<file path="src/rtl/conv_sched_pkg.sv">
package conv_sched_pkg;
  // Number of base ticks in one period for a given rate code.
  // The largest code divides by one; each lower code doubles the period.
  function automatic int unsigned period_ticks(input int unsigned code,
                                               input int unsigned code_w);
    int unsigned max_code;
    max_code = (1 << code_w) - 1;
    return 1 << (max_code - code);
  endfunction
endpackage

</file>
<file path="src/rtl/conv_rate_reg.sv">
module conv_rate_reg #(
  parameter int unsigned DATA_W     = 8,
  parameter int unsigned CODE_W     = 3,
  parameter logic [7:0]  RESET_CODE = 8'h02
) (
  input  logic              clk_i,
  input  logic              rst_ni,
  input  logic              we_i,
  input  logic [CODE_W-1:0] wcode_i,
  output logic [CODE_W-1:0] code_o,
  output logic [DATA_W-1:0] rdata_o,
  output logic              restart_o
);
  localparam int unsigned PAD_W = DATA_W - CODE_W;

  logic [CODE_W-1:0] code_q;

  always_ff @(posedge clk_i) begin
    if (!rst_ni) code_q <= RESET_CODE[CODE_W-1:0];
    else if (we_i) code_q <= wcode_i;
  end

  assign code_o    = code_q;
  assign rdata_o   = {{PAD_W{1'b0}}, code_q};
  assign restart_o = we_i;


  code_follows_write_chk: assert property (@(posedge clk_i) disable iff (!rst_ni)
    we_i |=> code_o == $past(wcode_i));
endmodule

</file>
<file path="src/rtl/conv_tick_div.sv">
module conv_tick_div
  import conv_sched_pkg::*;
#(
  parameter int unsigned CODE_W = 3
) (
  input  logic              clk_i,
  input  logic              rst_ni,
  input  logic              tick_i,
  input  logic              clr_i,
  input  logic [CODE_W-1:0] code_i,
  output logic              wrap_o
);
  localparam int unsigned CNT_W = (1 << CODE_W) - 1;

  logic [CNT_W-1:0] cnt_q;
  logic [CNT_W-1:0] last_val;
  logic             at_last;

  assign last_val = CNT_W'(period_ticks(int'(code_i), CODE_W) - 1);
  assign at_last  = (cnt_q == last_val);
  assign wrap_o   = tick_i && at_last && !clr_i;

  always_ff @(posedge clk_i) begin
    if (!rst_ni)     cnt_q <= '0;
    else if (clr_i)  cnt_q <= '0;
    else if (tick_i) cnt_q <= at_last ? '0 : cnt_q + 1'b1;
  end


  cnt_in_range_chk: assert property (@(posedge clk_i) disable iff (!rst_ni)
    cnt_q <= last_val);

  clr_empties_cnt_chk: assert property (@(posedge clk_i) disable iff (!rst_ni)
    clr_i |=> cnt_q == '0);
endmodule

</file>
<file path="src/rtl/conv_cycle_ctrl.sv">
module conv_cycle_ctrl (
  input  logic clk_i,
  input  logic rst_ni,
  input  logic wrap_i,
  input  logic standby_i,
  input  logic oneshot_i,
  input  logic done_i,
  output logic start_o,
  output logic busy_o
);
  logic run_fire;
  logic os_fire;
  logic fire;
  logic start_q;
  logic busy_q;

  assign run_fire = wrap_i && !standby_i && !busy_q;
  assign os_fire  = oneshot_i && standby_i && !busy_q;
  assign fire     = run_fire || os_fire;

  always_ff @(posedge clk_i) begin
    if (!rst_ni) begin
      start_q <= 1'b0;
      busy_q  <= 1'b0;
    end else begin
      start_q <= fire;
      if (fire)        busy_q <= 1'b1;
      else if (done_i) busy_q <= 1'b0;
    end
  end

  assign start_o = start_q;
  assign busy_o  = busy_q;


  start_single_chk: assert property (@(posedge clk_i) disable iff (!rst_ni)
    start_o |=> !start_o);

  start_sets_busy_chk: assert property (@(posedge clk_i) disable iff (!rst_ni)
    start_o |-> busy_o);

  busy_hold_chk: assert property (@(posedge clk_i) disable iff (!rst_ni)
    busy_o && !done_i |=> busy_o);

  busy_blocks_start_chk: assert property (@(posedge clk_i) disable iff (!rst_ni)
    busy_o |=> !start_o);

  os_run_ignored_chk: assert property (@(posedge clk_i) disable iff (!rst_ni)
    !standby_i && !wrap_i |=> !start_o);

  standby_quiet_chk: assert property (@(posedge clk_i) disable iff (!rst_ni)
    standby_i && !oneshot_i |=> !start_o);

  idle_done_ignored_chk: assert property (@(posedge clk_i) disable iff (!rst_ni)
    !busy_o && !wrap_i && !oneshot_i |=> !busy_o);
endmodule

</file>
<file path="src/rtl/conv_sched.sv">
module conv_sched #(
  parameter int unsigned DATA_W     = 8,
  parameter int unsigned CODE_W     = 3,
  parameter logic [7:0]  RESET_CODE = 8'h02
) (
  input  logic              clk_i,
  input  logic              rst_ni,
  input  logic              tick_i,
  input  logic              standby_i,
  input  logic              oneshot_i,
  input  logic              rate_we_i,
  input  logic [DATA_W-1:0] rate_wdata_i,
  output logic [DATA_W-1:0] rate_rdata_o,
  input  logic              done_i,
  output logic              start_o,
  output logic              busy_o
);
  logic [CODE_W-1:0] code;
  logic              restart;
  logic              div_clr;
  logic              wrap;

  conv_rate_reg #(
    .DATA_W(DATA_W), .CODE_W(CODE_W), .RESET_CODE(RESET_CODE)
  ) rate_i (
    .clk_i    (clk_i),
    .rst_ni   (rst_ni),
    .we_i     (rate_we_i),
    .wcode_i  (rate_wdata_i[CODE_W-1:0]),
    .code_o   (code),
    .rdata_o  (rate_rdata_o),
    .restart_o(restart)
  );

  assign div_clr = restart || standby_i;

  conv_tick_div #(.CODE_W(CODE_W)) div_i (
    .clk_i (clk_i),
    .rst_ni(rst_ni),
    .tick_i(tick_i),
    .clr_i (div_clr),
    .code_i(code),
    .wrap_o(wrap)
  );

  conv_cycle_ctrl ctrl_i (
    .clk_i    (clk_i),
    .rst_ni   (rst_ni),
    .wrap_i   (wrap),
    .standby_i(standby_i),
    .oneshot_i(oneshot_i),
    .done_i   (done_i),
    .start_o  (start_o),
    .busy_o   (busy_o)
  );


  reserved_bits_zero_chk: assert property (@(posedge clk_i) disable iff (!rst_ni)
    rate_we_i && (rate_wdata_i[DATA_W-1:CODE_W] != '0) |=>
      rate_rdata_o[DATA_W-1:CODE_W] == '0);

  readback_chk: assert property (@(posedge clk_i) disable iff (!rst_ni)
    rate_we_i |=> rate_rdata_o[CODE_W-1:0] == $past(rate_wdata_i[CODE_W-1:0]));
endmodule

</file>
<file path="config.mk">
export PLATFORM = sky130hd
export DESIGN_NAME = conv_sched
export DESIGN_NICKNAME = d
export VERILOG_FILES = /design/src/rtl/conv_sched_pkg.sv /design/src/rtl/conv_rate_reg.sv /design/src/rtl/conv_tick_div.sv /design/src/rtl/conv_cycle_ctrl.sv /design/src/rtl/conv_sched.sv
export SDC_FILE = /design/constraint.sdc
export NUM_CORES = 1
export LEC_CHECK = 0
export CAP_MARGIN = 20
export CORE_UTILIZATION = 31
export DETAILED_ROUTE_END_ITERATION = 6
export PLACE_DENSITY = 0.56
export SYNTH_ARGS = -nofsm -noshare
export SYNTH_HDL_FRONTEND = slang
export SYNTH_SLANG_ARGS = --single-unit
</file>
<file path="constraint.sdc">
create_clock -name clk_i -period 6.1 [get_ports clk_i]
set_input_delay 1.22 -clock clk_i [delete_from_list [all_inputs] [get_ports clk_i]]
set_output_delay 1.22 -clock clk_i [all_outputs]
set_load 0.03 [all_outputs]
</file>
; ---- Word-level counts from Yosys, hierarchy flattened
; Cells that the tools add are included.
[word_totals]
register_bits = 12
wordCells = 26
[op_classes]
n_addsub = 3
n_eq_ne = 1
shifts = 1
mux = 3
n_bitwise = 1
reduce_logical = 13
[op_table]
columns = cell, n
row1 = $shl 1x32->7 const A, 1
row2 = $add 7x1->7 const B, 1
row3 = $eq 7x7->1, 1
row4 = $mux 7, 1
row5 = $sub 7x1->7 const B, 1
row6 = $logic_and 1x1->1, 6
row7 = $sub 3x3->4 const A, 1
row8 = $logic_not 1->1, 3
row9 = $logic_or 1x1->1, 2
row10 = $mux 1, 2
row11 = $reduce_bool 2->1, 1
row12 = $reduce_or 2->1, 1
row13 = $not 1->1, 1

; ---- Depth between registers and ports, before layout
; Gate-level depths: netlist of run 1.
[depth]
depth_word = 10
mapped_depth = 10
mapped_depth_nobuf = 8

; ---- Hierarchy
; Synthesis of run 1 repeated with hierarchy kept, for this count alone.
[unflattened]
hier_cells = 96
area_unflattened_um2 = 864.6
[by_module_without_submodules]
columns = mod, n_inst, cells_per_inst, area_per_inst_um2, seq_area_each_um2
row1 = conv_tick_div, 1, 70, 601.8, 140.1
row2 = conv_rate_reg, 1, 19, 177.7, 60.1
row3 = conv_cycle_ctrl, 1, 6, 78.8, 40.0
row4 = conv_sched, 1, 1, 6.3, 0.0

; ---- Least setup slack after synthesis of run 1
; No wires, ideal clock.
[synth_path]
path_kind = register to register
start = reg rate_i.code_q[0] (netlist: rate_i.code_o[0])
end = reg ctrl_i.busy_q (netlist: ctrl_i.busy_o)
setup_time_ns = 0.122
t_arrival_ns = 2.143
t_required_ns = 5.978
setup_slack_ns = 3.836
stages_incl_launch_ff = 11
n_path_buf = 2
synth_period_minus_slack_ns = 2.264
cell_sequence = dfxtp_1 buf_2 nand3b_1 ha_1 buf_6 inv_2 a41o_1 a221o_1 o2111a_2 a22oi_2 a21oi_1
[synth_via]
elab_chain_cells = 10
elab_cells_between_ends = 11
[synth_lines]
columns = item, line_no
row1 = from (decl), conv_rate_reg.sv:16  ; logic [CODE_W-1:0] code_q;
row2 = from (signal assigned), conv_rate_reg.sv:19  ; if (!rst_ni) code_q <= RESET_CODE[CODE_W-1:0];
row3 = from (signal assigned), conv_rate_reg.sv:20  ; else if (we_i) code_q <= wcode_i;
row4 = $sub 3x3->4 *, conv_sched_pkg.sv:8  ; return 1 << (max_code - code);
row5 = $shl 1x32->7 *, conv_sched_pkg.sv:8
row6 = $sub 7x1->7 *, conv_tick_div.sv:19  ; assign last_val = CNT_W'(period_ticks(int'(code_i), CODE_W) - 1);
row7 = $eq 7x7->1 *, conv_tick_div.sv:20  ; assign at_last = (cnt_q == last_val);
row8 = $logic_and 1x1->1 * (2 in series), conv_tick_div.sv:21  ; assign wrap_o = tick_i && at_last && !clr_i;
row9 = $logic_and 1x1->1 * (2 in series), conv_cycle_ctrl.sv:17  ; assign run_fire = wrap_i && !standby_i && !busy_q;
row10 = $logic_or 1x1->1 *, conv_cycle_ctrl.sv:19  ; assign fire = run_fire || os_fire;
row11 = $mux 1 or $reduce_bool 2->1 (tied branches), -
row12 = to (signal assigned), conv_cycle_ctrl.sv:24  ; busy_q <= 1'b0;
row13 = to (signal assigned), conv_cycle_ctrl.sv:27  ; if (fire) busy_q <= 1'b1;
row14 = to (signal assigned), conv_cycle_ctrl.sv:28  ; else if (done_i) busy_q <= 1'b0;
row15 = to (decl), conv_cycle_ctrl.sv:15  ; logic busy_q;
; Every way passes the cells marked *; elsewhere a longest branch is shown, timed or not.
; A chain may end at the register's enable or synchronous reset.

; ---- Worst setup path in the final report of run 1
[layout_path]
start = reg rate_i.code_q[2] (netlist: rate_i.code_o[2])
end = out rate_rdata_o[2]
[layout_lines]
columns = item, line_no
row1 = to (decl), conv_sched.sv:13  ; output logic [DATA_W-1:0] rate_rdata_o,
; No word-level cell between the ends.

==> impl_metrics.toml, run 1 <==
[outcome]
status = "finished, final reports clean"

[sta]
clock_skew_ns = 0.00234
tns_ns = 0
fin_crit_ns = 2.82
whs_ns = 0.488
setup_viol = 0
fmax_ghz = 0.354
worst_slack_ns = 3.28
rsz0062_at_grt = "false"
fin_crit_sh = 0.463
drv_slew = 0
hold_viol = 0

[cts]
clk_path_buf_depth = 2
cts.sinks = 12
ctsResizeCount = 0
post_cts_buffers = 0
htreeDepth = 1
hold_buffers = 0
cts_buffers = 3
cts-root-buf = "clkbuf_4"
cts_tree = "built"
clk_pin_slew_worst_paths_ns = 0.07
clk_latency_ns = 0.26

[die]
dieArea_sq_mm = 0.00300
fp.coreArea_sq_mm = 0.00254
num_io_pins = 25
start_util = 0.339
fp-row-count = 18
die_y_um = 54.7
chipWidth_um = 54.7

[worst_setup_path]
crit_family = "buffers and inverters"
cp.required_ns = 4.88
critPathMaxStageDelay_ns = 0.75
cp-start-kind = "register"
ff2ff_setup_slack_ns = 3.72
worst-setup-path-type = "reg2out"
r2r_cells = 8
rr_startpoint = "rate_i.code_o[0]$_SDFFE_PN0P_"
crit_path_top_delay_cell = "clkdlybuf4s50_1"
worstSetupEndpointType = "primary output"
crit_arrival_ns = 1.60
path_cells = "clkdlybuf4s50_1"
cp_max_fo = 14
path_buf_inv = 1
timing.rr.end = "ctrl_i.busy_o$_SDFFE_PN0P_"

[grt]
grt_max_degree = 15
grt_pass1_wl_mm = 2.83
antenna_found_initial = 0
grt_overflow_total = 0
grt_pass1_vias = 637
track_usage = 0.131

[pwr]
pwr-share-clk = 0.281
ir_drop_v = 0.0000832
pwr-share-seq = 0.506
powerDensity_mw_per_mm2 = 169
power.internal_mw = 0.120
p_comb_frac = 0.214
netSwitchingFraction = 0.289
power_leakage_nw = 0.397
p_switching_mw = 0.0487
finalPower_mw = 0.168

[yosys]
syn_area_sq_um = 862
synth_area_per_cell_sq_um = 8.29
yosysSeqAreaShare = 0.279
synth_warnings = 0
netlist_instances = 104
ys_seq_elements = 12
yosysUniqueCellTypes = 42

[drt]
drtPass1Iterations = 4
drc = 0
vias = 758
first_iter_violations = 19
wl_mm = 1.75
avgViaCountPerCell = 5.30
ant_nets = 0
post_drt_wl_per_cell_um = 12.2

[placement]
routabilityCongestion = 0.758
pre_cts_ws_ns = 3.35
dp_hpwl_mm = 1.27
numPortBuffers = 14

[final_layout]
n_antenna_cell = 0
post-route-util = 0.391
nets = 132
mostFrequentLayoutCells = "clkdlybuf4s50_1 (14), dfxtp_1 (12), nand2_1 (7), o21ai_0 (6)"
synthToLayoutAreaGrowth_pct = 15.4
drive_gt1_frac = 0.0708
final_common_cell = "clkdlybuf4s50_1"

[worst_hold_path]
min_path_cells = 1
hold_end = "ctrl_i.start_o$_SDFF_PN0_"
worstHoldStart = "ctrl_i.busy_o$_SDFFE_PN0P_"
holdCritPathClass = "reg2reg"

[job]
maxCapViolCount = 0
-- metal layers --
metal	GRT usage	vias to the layer above	share of wire
met5	0	-	0
met4	0.0513	0	0.0092
met3	0.0167	2	0.034
met2	0.197	14	0.43
met1	0.185	355	0.53
li1	-	387	-
-- cell families (layout without fill, tap and decap cells) --
group	after synthesis	after routing	synth area share
other cells	1	5	0.00435
buf+inv	17	22	0.118
simple gates	43	43	0.296
mux	3	3	0.0348
xor+xnor	5	5	0.0508
flops	12	12	0.279
fa+ha+maj	2	2	0.0290
compound gates	21	21	0.189
-- synth_stat cells --
library cell / count / area, sq um
o2111a_2: 1 / 12.5
nand2_1: 7 / 26.3
nand4_1: 3 / 18.8
mux2i_1: 3 / 30.0
a221o_1: 1 / 10.0
xor2_1: 4 / 35.0
nand3b_1: 3 / 22.5
a31oi_1: 1 / 6.26
or3_1: 1 / 6.26
nor4bb_1: 1 / 10.0
a41o_1: 1 / 10.0
ha_1: 2 / 25.0
nor3b_2: 1 / 12.5
and2b_1: 1 / 7.51
inv_1: 4 / 15.0
buf_2: 3 / 15.0
or2b_1: 1 / 7.51
o211a_1: 1 / 10.0
dfxtp_1: 12 / 240
buf_4: 7 / 52.6
nor3b_1: 2 / 15.0
nor2b_1: 5 / 31.3
o22ai_1: 1 / 6.26
conb_1: 1 / 3.75
o32ai_1: 1 / 8.76
a311oi_2: 1 / 15.0
and3b_1: 1 / 8.76
nor4_1: 3 / 18.8
nor3_1: 3 / 15.0
o21ai_0: 6 / 30.0
nor2_1: 3 / 11.3
a21oi_1: 3 / 15.0
buf_6: 1 / 11.3
xnor2_1: 1 / 8.76
o211ai_1: 1 / 7.51
o31ai_1: 1 / 7.51
and3_1: 3 / 18.8
nand3_1: 5 / 25.0
inv_2: 1 / 3.75
clkbuf_1: 1 / 3.75
a2111o_1: 1 / 11.3
a22oi_2: 1 / 12.5
-- per-stage QoR --
| stage | std cells | instance area (sq um) |
|---|---|---|
| final | 143 | 995 |
| after global routing | 143 | 995 |
| after CTS | 143 | 995 |
| after detailed placement | 140 | 972 |
| after global placement | 140 | 972 |
| after floorplan | 108 | 877 |
-- cell type report --
type                            instances  area, sq um
Timing Repair Buffer                   14          140
Fill cell                             262         1550
Multi-Input combinational cell         79          536
Clock buffer                            3         22.5
Sequential cell                        12          240
Inverter                                5         18.8
Tap cell                               30         37.5
-- sequential cells by signal (all words and copies together) (netlist names) --
signal          count
div_i.cnt_q         7
rate_i.code_o       3
ctrl_i.start_o      1
ctrl_i.busy_o       1
-- power by group through the flow --
stage	logic (mW)	registers (mW)	clock network, mW
2_1_floorplan	0.0253	0.0878	0
3_3_place_gp	0.0352	0.0868	0
3_5_place_dp	0.0358	0.0871	0
4_1_cts	0.0359	0.0851	0.0488
5_1_grt	0.0388	0.0858	0.0525
6_report	0.0360	0.0852	0.0473
-- how the worst max path moves through the flow --
stage,startpoint,end,cells past startpoint
2_1_floorplan,rate_i.code_o[0]$_SDFFE_PN0P_,ctrl_i.busy_o$_SDFFE_PN0P_,10
3_5_place_dp,rate_we_i,div_i.cnt_q[0]$_SDFFE_PP0P_,5
4_1_cts,rate_i.code_o[2]$_SDFFE_PN0P_,rate_rdata_o[2],1
3_3_place_gp,rate_we_i,div_i.cnt_q[0]$_SDFFE_PP0P_,5
6_report,rate_i.code_o[2]$_SDFFE_PN0P_,rate_rdata_o[2],1
5_1_grt,rate_i.code_o[1]$_SDFFE_PN1P_,rate_rdata_o[1],1
(Power assumes the default switching activity.)
==> inputs of run 2 (changes only) <==
==> constraint.sdc (replaced) <==
create_clock -name clk_i -period 2.9 [get_ports clk_i]
set_input_delay 0.58 -clock clk_i [delete_from_list [all_inputs] [get_ports clk_i]]
set_output_delay 0.58 -clock clk_i [all_outputs]
set_load 0.03 [all_outputs]
==> run 2 against run 1 <==
Against the previous run:
- largest power group unchanged
- critical path depth up 7
- final cell count unchanged
- highest routed layer unchanged
- count of clock-buffer cells in the layout unchanged
- critical path type is now reg2reg
- power up 110%
- first-iteration DRC count down 32%
- non-clock buffer count unchanged
- design area unchanged
- hold slack better by 0.0044 ns
- sequential share of layout area unchanged
- critical endpoint is now ctrl_i.busy_o$_SDFFE_PN0P_
- via count down 0.53%
- register-to-register slack worse by 3.2 ns
==> impl_metrics.toml, run 2 (synthesized netlist as in run 1, its figures left out) <==
[outcome]
status = "finished, final reports clean"

[final_layout]
n_fill_cell = 275
multi_input_area_sq_um = 536
drive_gt1_frac = 0.0708
fin_area_sq_um = 995
nets = 132
n_antenna_cell = 0
mostFrequentLayoutCells = "clkdlybuf4s50_1 (14), dfxtp_1 (12), nand2_1 (7), o21ai_0 (6)"
finalNonFillerCells = 143
largest_reg_flops = 7
final_common_cell = "clkdlybuf4s50_1"
synthToLayoutAreaGrowth_pct = 15.4
ff_latch_area_sq_um = 240
max_flop_register = "div_i.cnt_q"

[worst_setup_path]
worstSetupEndpointType = "register"
critPathMaxStageDelay_ns = 0.55
cp_max_fo = 12
r2r_cells = 8
crit_path_top_delay_cell = "dfxtp_1"
ff2ff_setup_slack_ns = 0.55
cp.required_ns = 3.06
path_cells = "nand3b_1 > ha_1 > inv_2 > a41o_1 > a221o_1 > o2111a_2 > a22oi_2 > a21oi_1"
worst-setup-path-type = "reg2reg"
timing.rr.end = "ctrl_i.busy_o$_SDFFE_PN0P_"
rr_startpoint = "rate_i.code_o[0]$_SDFFE_PN0P_"
crit_family = "compound AO/OA/AOI/OAI gates"
cp-start-kind = "register"
crit_arrival_ns = 2.51
path_buf_inv = 1

[grt]
grt_overflow_total = 0
antenna_found_initial = 0
grt_max_degree = 15
track_usage = 0.143
grt_pass1_vias = 690
grt_pass1_wl_mm = 3.05

[pwr]
p_comb_frac = 0.212
power_leakage_nw = 0.397
p_switching_mw = 0.104
finalPower_mw = 0.356
netSwitchingFraction = 0.293
ir_drop_v = 0.000248
powerDensity_mw_per_mm2 = 358
power.internal_mw = 0.252
pwr-share-clk = 0.285
pwr-share-seq = 0.503

[cts]
cts.sinks = 12
cts-root-buf = "clkbuf_4"
cts_buffers = 3
htreeDepth = 1
clk_latency_ns = 0.27
hold_buffers = 0
clk_path_buf_depth = 2
post_cts_buffers = 0
cts_tree = "built"
clk_pin_slew_worst_paths_ns = 0.07
ctsResizeCount = 0

[drt]
wl_mm = 1.77
ant_nets = 0
vias = 754
drtPass1Iterations = 4
drc = 0
avgViaCountPerCell = 5.27
post_drt_wl_per_cell_um = 12.3
first_iter_violations = 13

[worst_hold_path]
min_path_cells = 1
worstHoldStart = "ctrl_i.busy_o$_SDFFE_PN0P_"
hold_end = "ctrl_i.start_o$_SDFF_PN0_"
holdCritPathClass = "reg2reg"

[sta]
setup_viol = 0
drv_slew = 0
rsz0062_at_grt = "false"
clock_skew_ns = 0.00414
fin_crit_sh = 0.812
whs_ns = 0.493
fin_crit_ns = 2.35
tns_ns = 0
hold_viol = 0
fmax_ghz = 0.425

[die]
chipWidth_um = 54.7
dieArea_sq_mm = 0.00300
die_y_um = 54.7
num_io_pins = 25
fp.coreArea_sq_mm = 0.00254
start_util = 0.339
fp-row-count = 18

[placement]
routabilityCongestion = 0.758
dp_hpwl_mm = 1.30
dp_cells = 140
placed_cell_area_sq_um = 972
numPortBuffers = 14

[job]
maxCapViolCount = 0
==> run 2: cell counts in the layout (fill, tap and decap cells not counted) <==
No cell type changed its count.
==> run 2: worst reg2reg max path: stages, from the launching register on <==
cell and delay (ns):
dfxtp_1 0.55, nand3b_1 0.16, ha_1 0.35, inv_2 0.08
a41o_1 0.24, a221o_1 0.29, o2111a_2 0.32, a22oi_2 0.17
a21oi_1 0.09
==> run 2: through the flow <==
stage	util	setup slack [ns]
floorplan	-	0.636
global placement	0.382	0.596
detailed placement	0.382	0.531
finish	0.391	0.545
global route	0.391	0.351
CTS	0.391	0.516
==> run 2: routing by layer <==
metal	share of wire	track usage
met1	0.52	0.201
met3	0.029	0.0167
met5	0	0
met4	0.0096	0.0769
met2	0.44	0.209
==> run 2: area by class of cell <==
| cell class | instances | area share |
|---|---|---|
| multi-input cells | 79 | 0.538 |
| flip-flops and latches | 12 | 0.242 |
| repair buffers | 14 | 0.141 |
| well taps | 30 | 0.0377 |
| clock buffers | 3 | 0.0226 |
| inverters | 5 | 0.0189 |
==> run 2: power groups by stage <==
stage | Combinational (mW) | Clock, mW | Sequential, mW
floorplan | 0.0532 | 0 | 0.185
global placement | 0.0741 | 0 | 0.183
detailed placement | 0.0754 | 0 | 0.183
CTS | 0.0758 | 0.105 | 0.179
global route | 0.0825 | 0.112 | 0.181
finish | 0.0754 | 0.102 | 0.179
==> run 2: worst max path at each step <==
stage,from,to,cells after the start
after floorplan,rate_i.code_o[0]$_SDFFE_PN0P_,ctrl_i.busy_o$_SDFFE_PN0P_,10
after global placement,rate_i.code_o[0]$_SDFFE_PN0P_,ctrl_i.busy_o$_SDFFE_PN0P_,8
after detailed placement,rate_i.code_o[0]$_SDFFE_PN0P_,ctrl_i.busy_o$_SDFFE_PN0P_,8
after CTS,rate_i.code_o[0]$_SDFFE_PN0P_,div_i.cnt_q[2]$_SDFFE_PP0P_,7
after global routing,rate_i.code_o[0]$_SDFFE_PN0P_,div_i.cnt_q[2]$_SDFFE_PP0P_,7
final,rate_i.code_o[0]$_SDFFE_PN0P_,ctrl_i.busy_o$_SDFFE_PN0P_,8
==> inputs of run 3 (changes only) <==
--- a/config.mk
+++ b/config.mk
@@ -8,7 +8,7 @@
 export CAP_MARGIN = 20
 export CORE_UTILIZATION = 31
 export DETAILED_ROUTE_END_ITERATION = 6
-export PLACE_DENSITY = 0.56
+export PLACE_DENSITY = 0.58
 export SYNTH_ARGS = -nofsm -noshare
 export SYNTH_HDL_FRONTEND = slang
 export SYNTH_SLANG_ARGS = --single-unit
==> constraint.sdc (replaced) <==
create_clock -name clk_i -period 2.05 [get_ports clk_i]
set_input_delay 0.41 -clock clk_i [delete_from_list [all_inputs] [get_ports clk_i]]
set_output_delay 0.41 -clock clk_i [all_outputs]
set_load 0.03 [all_outputs]
==> run 3 against run 2 <==
Against the previous run:
- the run now ends with setup timing left
- fmax up 14%
- setup slack worse by 0.55 ns
- highest routed layer unchanged
- via count grew 6.9%
- clock skew fell by 0.0033 ns
- sequential share of layout area decreased by 2.0 points
- final cell count rose by 8.4%
==> impl_metrics.toml, run 3 (synthesized netlist as in run 1, its figures left out) <==
[pwr]
ir_drop_v = 0.000287
power_leakage_nw = 0.459
netSwitchingFraction = 0.284
power.internal_mw = 0.411
pwr-share-seq = 0.425
pwr-share-clk = 0.337
finalPower_mw = 0.574
p_switching_mw = 0.163
powerDensity_mw_per_mm2 = 506
p_comb_frac = 0.237

[drt]
avgViaCountPerCell = 5.20
first_iter_violations = 5
ant_nets = 0
drtPass1Iterations = 3
vias = 806
wl_mm = 1.95
drc = 0
post_drt_wl_per_cell_um = 12.6

[final_layout]
synthToLayoutAreaGrowth_pct = 31.5
mostFrequentLayoutCells = "clkdlybuf4s50_1 (14), buf_4 (11), dfxtp_1 (9), nand2_1 (7), o21ai_0 (6)"
drive_gt1_frac = 0.216
n_antenna_cell = 0
largest_reg_flops = 7
max_flop_register = "div_i.cnt_q"
final_common_cell = "clkdlybuf4s50_1"
nets = 143
n_fill_cell = 281

[cts]
cts-root-buf = "clkbuf_4"
clk_pin_slew_worst_paths_ns = 0.08
cts_buffers = 3
htreeDepth = 1
cts.sinks = 12
clk_path_buf_depth = 2
clk_latency_ns = 0.28
cts_tree = "built"

[die]
start_util = 0.339
chipWidth_um = 54.7
fp.coreArea_sq_mm = 0.00254
fp-row-count = 18
die_y_um = 54.7
dieArea_sq_mm = 0.00300
num_io_pins = 25

[worst_setup_path]
cp.required_ns = 2.25
crit_path_top_delay_cell = "dfxtp_4"
rr_startpoint = "rate_i.code_o[0]$_SDFFE_PN0P_"
worst-setup-path-type = "reg2reg"
critPathMaxStageDelay_ns = 0.36
cp-startpoint = "rate_i.code_o[0]$_SDFFE_PN0P_"
crit_family = "compound AO/OA/AOI/OAI gates"
worstSetupEndpointType = "register"
cp_max_fo = 9
ff2ff_setup_slack_ns = -0.009
path_cells = "nand3b_1 > ha_4 > inv_2 > a41o_1 > a221o_1 > o2111a_2 > buf_4 > nor4_2"
path_buf_inv = 2
cp-start-kind = "register"
crit_arrival_ns = 2.26

[sta]
clock_skew_ns = 0.000886
fmax_ghz = 0.486
fin_crit_ns = 2.06
fin_crit_sh = 1.00
setup_viol = 1
drv_slew = 0
rsz0062_at_grt = "true"
hold_viol = 0
worst_slack_ns = -0.00918

[grt]
track_usage = 0.150
grt_overflow_total = 0
grt_max_degree = 11
grt_pass1_wl_mm = 3.16
antenna_found_initial = 0
grt_pass1_vias = 764

[worst_hold_path]
worstHoldStart = "ctrl_i.busy_o$_SDFFE_PN0P_"
holdCritPathClass = "reg2reg"

[placement]
numPortBuffers = 14
dp_hpwl_mm = 1.45
routabilityCongestion = 0.733
pre_cts_ws_ns = -0.0403

[outcome]
status = "complete, but fails checks"
violations = "setup timing"

[job]
maxCapViolCount = 0
[run 3: changes by cell type in the layout (fill, tap and decap cells not counted), sizes merged]
cell,before,now
buf,0,11
clkbuf,3,4
[run 3: worst paths after layout]
kind,to,cells after the start
worst max-delay path,div_i.cnt_q[4]$_SDFFE_PP0P_,8
worst min-delay path,ctrl_i.busy_o$_SDFFE_PN0P_,2
worst max register to register,div_i.cnt_q[4]$_SDFFE_PP0P_,8
worst min register to register,ctrl_i.busy_o$_SDFFE_PN0P_,2
[run 3: through the flow]
step / cells / TNS (ns) / hold WS, ns / utilization / area [sq um]
detailed placement: 149 / -0.0709 / 0.486 / 0.413 / 1050
global placement: 149 / -0.00626 / 0.474 / 0.413 / 1050
global route: 155 / -0.366 / 0.533 / 0.445 / 1130
finish: 155 / -0.00918 / 0.494 / 0.445 / 1130
floorplan: 108 / 0 / 0.471 / - / 897
CTS: 153 / 0 / 0.498 / 0.428 / 1090
[run 3: worst reg2reg max path: stages (launching register included)]
cell	delay (ns)
dfxtp_4	0.36
nand3b_1	0.14
ha_4	0.20
inv_2	0.06
a41o_1	0.23
a221o_1	0.29
o2111a_2	0.32
buf_4	0.15
nor4_2	0.23
[run 3: routing by layer]
| layer | global-route usage | part of all wire | vias up |
|---|---|---|---|
| li1 | - | - | 410 |
| met1 | 0.177 | 0.47 | 380 |
| met2 | 0.257 | 0.48 | 12 |
| met3 | 0.0167 | 0.020 | 4 |
| met4 | 0.0897 | 0.024 | 0 |
| met5 | 0 | 0 | - |
[run 3: power by group through the flow]
stage	registers, mW	logic, mW	clock network (mW)
after floorplan	0.261	0.0773	0
after global placement	0.249	0.127	0
after detailed placement	0.250	0.129	0
after CTS	0.244	0.131	0.194
after global routing	0.245	0.148	0.206
final	0.244	0.136	0.194
[run 3: area by class of cell]
cell class | instances | area [sq um] | area share
inverter | 5 | 18.8 | 0.0166
clock buffer | 4 | 36.3 | 0.0320
timing repair buffer | 25 | 223 | 0.196
multi-input combinational | 79 | 567 | 0.500
tap | 30 | 37.5 | 0.0331
sequential | 12 | 251 | 0.222
[run 3: repair_timing]
action                     in CTS  in global routing
buffers inserted                0                  2
hold buffers                    0                  0
setup endpoints to repair       5                  5
gates resized for setup         1                  4
cloned                          0                  0
pin swaps                       2                  2
